[config.mk]
export PLATFORM = sky130hd
export DESIGN_NAME = trib_alarm_stat
export DESIGN_NICKNAME = d
export VERILOG_FILES = /design/src/rtl/trib_alarm_pkg.sv /design/src/rtl/alarm_chan.sv /design/src/rtl/frame_chan.sv /design/src/rtl/irq_stage.sv /design/src/rtl/trib_alarm_stat.sv
export SDC_FILE = /design/constraint.sdc
export NUM_CORES = 1
export LEC_CHECK = 0
export BUFFER_PORTS_ARGS = -buffer_cell sky130_fd_sc_hd__buf_2
export CAP_MARGIN = 20
export CORE_UTILIZATION = 41
export CTS_CLUSTER_DIAMETER = 100
export DETAILED_ROUTE_END_ITERATION = 8
export PLACE_DENSITY_LB_ADDON = 0.2
export RECOVER_POWER = 25
export SLEW_MARGIN = 20
export SYNTH_ARGS = -nofsm -noshare
export SYNTH_HDL_FRONTEND = slang
export SYNTH_SLANG_ARGS = --single-unit
[constraint.sdc]
create_clock -name clk -period 0.8 [get_ports clk]
set_input_delay 0.08 -clock clk [delete_from_list [all_inputs] [get_ports clk]]
set_output_delay 0.08 -clock clk [all_outputs]
set_load 0.01 [all_outputs]
[src/rtl/trib_alarm_pkg.sv]
package trib_alarm_pkg;
   localparam int DEF_N_ALM    = 7;
   localparam int DEF_N_SUB    = 4;
   localparam int DEF_ALT_KEEP = 4;

   // bits of the alarm field that alternate mode forces to zero
   function automatic logic [31:0] gated_mask(input int n_alm, input int keep);
      logic [31:0] m;
      m = '0;
      for (int i = 0; i < n_alm; i++) begin
         if (i >= keep) m[i] = 1'b1;
      end
      return m;
   endfunction
endpackage

[src/rtl/alarm_chan.sv]
module alarm_chan (
   input  logic clk,
   input  logic rst_n,
   input  logic rd_clr,
   input  logic chan_en,
   input  logic alarm_in,
   output logic stat_q,
   output logic evt_q,
   output logic chg
);
   logic prev_q;
   logic live;

   assign live = chan_en & alarm_in;
   assign chg  = chan_en & (alarm_in ^ prev_q);

   always_ff @(posedge clk or negedge rst_n) begin
      if (!rst_n) begin
         prev_q <= 1'b0;
         stat_q <= 1'b0;
         evt_q  <= 1'b0;
      end else begin
         prev_q <= alarm_in;
         if (!chan_en) begin
            stat_q <= 1'b0;
            evt_q  <= 1'b0;
         end else if (rd_clr) begin
            stat_q <= live;
            evt_q  <= chg;
         end else begin
            stat_q <= stat_q | live;
            evt_q  <= evt_q | chg;
         end
      end
   end

   a_r1_alarm_sets: assert property (@(posedge clk) disable iff (!rst_n)
      (chan_en && alarm_in) |=> stat_q);
   a_r2_read_clears: assert property (@(posedge clk) disable iff (!rst_n)
      (rd_clr && !alarm_in) |=> !stat_q);
   a_r3_event_sticky: assert property (@(posedge clk) disable iff (!rst_n)
      (evt_q && !rd_clr && chan_en) |=> evt_q);
endmodule

[src/rtl/frame_chan.sv]
module frame_chan (
   input  logic clk,
   input  logic rst_n,
   input  logic rd_clr,
   input  logic sof_pulse,
   input  logic nat_in,
   output logic nat_q,
   output logic sof_q
);
   always_ff @(posedge clk or negedge rst_n) begin
      if (!rst_n) begin
         nat_q <= 1'b0;
         sof_q <= 1'b0;
      end else begin
         if (sof_pulse) nat_q <= nat_in;
         sof_q <= rd_clr ? sof_pulse : (sof_q | sof_pulse);
      end
   end

   a_r8_sof_sets: assert property (@(posedge clk) disable iff (!rst_n)
      sof_pulse |=> sof_q);
   a_r7_nat_holds: assert property (@(posedge clk) disable iff (!rst_n)
      !sof_pulse |=> $stable(nat_q));
endmodule

[src/rtl/irq_stage.sv]
module irq_stage #(
   parameter int N_EVT = 7
) (
   input  logic             clk,
   input  logic             rst_n,
   input  logic [N_EVT-1:0] evt_vec,
   input  logic             ien,
   input  logic             mstr_mask,
   output logic             mstr_stat,
   output logic             irq_n
);
   logic any_evt;

   assign any_evt   = |evt_vec;
   assign mstr_stat = ien & any_evt;
   assign irq_n     = ~(mstr_stat & mstr_mask);

   a_r5_mask_blocks: assert property (@(posedge clk) disable iff (!rst_n)
      !mstr_mask |-> irq_n);
   a_r4_enable_gates: assert property (@(posedge clk) disable iff (!rst_n)
      !ien |-> !mstr_stat);
endmodule

[src/rtl/trib_alarm_stat.sv]
module trib_alarm_stat
   import trib_alarm_pkg::*;
#(
   parameter int N_ALM    = DEF_N_ALM,
   parameter int N_SUB    = DEF_N_SUB,
   parameter int ALT_KEEP = DEF_ALT_KEEP,
   parameter int DATA_W   = 16
) (
   input  logic              clk,
   input  logic              rst_n,
   input  logic              rd_stb,
   input  logic              wr_stb,
   input  logic [DATA_W-1:0] wr_data,
   output logic [DATA_W-1:0] rd_data,
   input  logic              alt_mode,
   input  logic [N_ALM-1:0]  alarm_in,
   input  logic [N_SUB-1:0]  nat_bit_in,
   input  logic [N_SUB-1:0]  sof_in,
   input  logic              mstr_mask,
   output logic              mstr_stat,
   output logic              irq_n
);
   localparam int          IEN_POS   = N_ALM;
   localparam logic [31:0] GATE_FULL = gated_mask(N_ALM, ALT_KEEP);
   localparam logic [N_ALM-1:0] GATE_MASK = GATE_FULL[N_ALM-1:0];

   if (DATA_W != N_ALM + 1 + 2 * N_SUB) begin : g_bad_width
      $error("trib_alarm_stat: DATA_W must equal N_ALM + 1 + 2*N_SUB");
   end
   if (ALT_KEEP > N_ALM || N_SUB > N_ALM) begin : g_bad_count
      $error("trib_alarm_stat: channel counts out of range");
   end

   logic [N_ALM-1:0] chan_en;
   logic [N_ALM-1:0] alm_stat;
   logic [N_ALM-1:0] alm_evt;
   logic [N_ALM-1:0] alm_chg;
   logic [N_SUB-1:0] nat_q;
   logic [N_SUB-1:0] sof_q;
   logic             ien_q;
   logic             unused_wr;

   assign unused_wr = ^{wr_data[DATA_W-1:IEN_POS+1], wr_data[IEN_POS-1:0]};

   always_ff @(posedge clk or negedge rst_n) begin
      if (!rst_n)      ien_q <= 1'b0;
      else if (wr_stb) ien_q <= wr_data[IEN_POS];
   end

   for (genvar i = 0; i < N_ALM; i++) begin : g_alm
      if (i >= ALT_KEEP) begin : g_gated
         assign chan_en[i] = ~alt_mode;
      end else begin : g_always
         assign chan_en[i] = 1'b1;
      end
      alarm_chan u_chan (
         .clk      (clk),
         .rst_n    (rst_n),
         .rd_clr   (rd_stb),
         .chan_en  (chan_en[i]),
         .alarm_in (alarm_in[i]),
         .stat_q   (alm_stat[i]),
         .evt_q    (alm_evt[i]),
         .chg      (alm_chg[i])
      );
   end

   for (genvar k = 0; k < N_SUB; k++) begin : g_frm
      frame_chan u_frm (
         .clk       (clk),
         .rst_n     (rst_n),
         .rd_clr    (rd_stb),
         .sof_pulse (sof_in[k]),
         .nat_in    (nat_bit_in[k]),
         .nat_q     (nat_q[k]),
         .sof_q     (sof_q[k])
      );
   end

   irq_stage #(.N_EVT(N_ALM)) u_irq (
      .clk       (clk),
      .rst_n     (rst_n),
      .evt_vec   (alm_evt),
      .ien       (ien_q),
      .mstr_mask (mstr_mask),
      .mstr_stat (mstr_stat),
      .irq_n     (irq_n)
   );

   assign rd_data = {sof_q, nat_q, ien_q, alm_stat};

   a_r6_read_releases: assert property (@(posedge clk) disable iff (!rst_n)
      (rd_stb && !(|alm_chg)) |=> !mstr_stat);
   a_r9_alt_zero: assert property (@(posedge clk) disable iff (!rst_n)
      alt_mode |=> ((alm_stat & GATE_MASK) == '0));
endmodule

==> impl_metrics.env <==
export IMPL_p_leak_nw=0.7997
export IMPL_synth_top_cell_by_area="dfrtp_1"
export IMPL_cts_made_buffers=5
export IMPL_yosysMostFrequentCell="dfrtp_1"
export IMPL_clock_skew_ps=3.985
export IMPL_port_buffers=39
export IMPL_drtIter0Drc=8
export IMPL_clkTransAtPathRegs_ps=80
export IMPL_cts_buffer_depth=2
export IMPL_status="finished with violations"
export IMPL_failed_checks="setup timing"
export IMPL_powerDensity_nw_per_um2=1834
export IMPL_rows=19
export IMPL_dr_total_vias=819
export IMPL_cts_tree="yes"
export IMPL_antenna_found_initial=0
export IMPL_core_area_um2=2781
export IMPL_grt_pass1_wl_mm=3.381
export IMPL_final_util_pct=58.16
export IMPL_drt_pass1_iter_count=2
export IMPL_fillerInstances=248
export IMPL_peakVddDrop_uv=1535
export IMPL_synth_top_area_share_pct=62.11
export IMPL_slew_headroom_pct=72.82
export IMPL_hold_path_class="input port to flip-flop"
export IMPL_synthesis_nets=129
export IMPL_ys_types=15
export IMPL_diodes=0
export IMPL_wl_per_cell_um=11.66
export IMPL_wl_mm=2.076
export IMPL_fmax_mhz=737.4
export IMPL_yosys_warnings=0
export IMPL_yosys_top_cells_area="dfrtp_1, buf_4, a21o_1"
export IMPL_die_h_um=56.30
export IMPL_syn_cell_area_um2=1209
export IMPL_fin_crit_ps=1356
export IMPL_worst_setup_path_end_kind="primary output"
export IMPL_ys_flop_type="dfrtp_1"
export IMPL_tightest_slew_ps=407.7
export IMPL_grt_use_total_pct=14.55
export IMPL_htree_levels=2
export IMPL_worstSkewPairLatency_ps=310
export IMPL_cts_sinks=30
export IMPL_arrival_ps=1280
export IMPL_seq_area_um2=750.7
export IMPL_grt_max_degree=31
export IMPL_multi_input_area_um2=325.3
export IMPL_finalCritPeriodShare_pct=169.5
export IMPL_nets=184
export IMPL_hold_viol=0
export IMPL_drc=0
export IMPL_die_x_um=56.30
export IMPL_root_buffer="clkbuf_4"
export IMPL_synth_edf_count=0
export IMPL_antenna_left=0
export IMPL_rsz0062_at_grt="yes"
export IMPL_grt_pass1_vias=807
export IMPL_grt_ovfl_total=0
export IMPL_die_area_um2=3169
export IMPL_start_kind="flip-flop"
export IMPL_place_congestion=0.6429
export IMPL_crit_fanout=2
export IMPL_viasPerCell=4.601
export IMPL_start_util_pct=43.45
export IMPL_synth_area_per_cell_um2=13.14
export IMPL_maxSlewViolCount=0
export IMPL_ys_seq_elements=30
export IMPL_synth_commonest_cells="dfrtp_1, buf_4, a21o_1"
export IMPL_finalSetupViolations=20
export IMPL_total_power_w=0.002966
export IMPL_cts_hold_buf=18
export IMPL_seq_area_frac_synth_pct=62.11
export IMPL_netlist_instances=92
export IMPL_path_class="flip-flop to primary output"
export IMPL_crit_required_ps=720
export IMPL_maxCapViolCount=0
export IMPL_io_pins=55
export IMPL_drive_gt1_share_pct=40.82
export IMPL_layout_setup_ws_ps=-556.1
export IMPL_hpwl_mm=1.341
export IMPL_area_growth_pct=33.85
export IMPL_async_flop_share_pct=100.0
[cells by family after synthesis]
group / synth area share (%)
flip-flops: 62.11
buffers and inverters: 12.11
AO/OA/AOI/OAI: 11.18
AND/OR/NAND/NOR: 4.865
XOR/XNOR: 5.073
multiplexers: 4.658
[worst paths after layout]
kind / start / to / slack (ps) / cells past startpoint
worst max-delay path: g_alm[2].u_chan.evt_q$_DFF_PN0_ / irq_n / -560 / 3
worst min-delay path: wr_stb / ien_q$_DFFE_PN0P_ / 10 / 2
worst max register to register: g_frm[3].u_frm.nat_q$_DFFE_PN0P_ / g_frm[3].u_frm.nat_q$_DFFE_PN0P_ / -60 / 2
worst min register to register: g_alm[3].u_chan.stat_q$_DFF_PN0_ / g_alm[3].u_chan.stat_q$_DFF_PN0_ / 480 / 1
max in group asynchronous: rst_n / g_alm[2].u_chan.prev_q$_DFF_PN0_ / 170 / 3
min in group asynchronous: rst_n / g_frm[0].u_frm.nat_q$_DFFE_PN0P_ / 330 / 3
[registers in the layout, summed over array words and instances, names as in the netlist]
| name | count |
|---|---|
| ien_q | 1 |
| g_frm.u_frm.sof_q | 4 |
| g_alm.u_chan.prev_q | 7 |
| g_alm.u_chan.evt_q | 7 |
| g_alm.u_chan.stat_q | 7 |
| g_frm.u_frm.nat_q | 4 |
[timing repair]
action,in CTS,in global routing
pin swaps,1,4
buffers inserted,1,4
hold endpoints to repair,55,1
setup endpoints to repair,18,22
gates resized for setup,2,3
[area by class of cell]
| type | count | area share, % |
|---|---|---|
| inverters | 4 | 0.9281 |
| well taps | 31 | 2.398 |
| clock buffers | 7 | 2.784 |
| flip-flops and latches | 30 | 46.40 |
| multi-input cells | 41 | 20.11 |
| repair buffers | 65 | 27.38 |
[through the flow]
| step | setup WS [ps] | TNS (ps) | hold WS (ps) | cells | area, um2 |
|---|---|---|---|---|---|
| floorplan | -109.7 | -212.7 | -215.6 | 92 | 1209 |
| global placement | -199.2 | -390.0 | 38.89 | 148 | 1346 |
| detailed placement | -218.9 | -417.6 | 40.56 | 148 | 1346 |
| CTS | -582.5 | -3365 | -5.772 | 174 | 1584 |
| global route | -626.7 | -3859 | -5.701 | 178 | 1618 |
| finish | -556.1 | -2936 | 13.65 | 178 | 1618 |
[per-layer routing]
metal,GRT usage [%],part of all wire [%],vias to the layer above,routed length (um)
li1,-,-,396,-
met1,15.87,43,398,902
met2,23.98,50,23,1040
met3,6.452,5.3,2,109
met4,7.317,1.2,0,24
met5,0,0,-,0
[cell usage in the layout (no fill, tap or decap)]
cell type,count
inv_2,1
dlygate4sd3_1,18
clkbuf_1,2
inv_1,3
xor2_1,4
dfrtp_1,30
clkbuf_4,6
nor3_2,1
buf_4,5
buf_2,39
xnor2_1,3
a21oi_1,6
nor4_4,1
nand2b_1,6
buf_6,2
a21boi_1,1
a21o_1,13
mux2_2,5
nand2_1,1
[worst max-delay path, stage by stage, from the launching register on]
cell	delay [ps]
dfrtp_1	410
nor4_4	300
a21o_1	150
buf_2	120
[where the power goes]
group          internal (W)  switching (W)  total [W]
sequential          0.00163      0.0000727    0.00170
combinational      0.000286       0.000202   0.000488
clock              0.000331       0.000444   0.000775
Power figures use the tool's default switching activity.
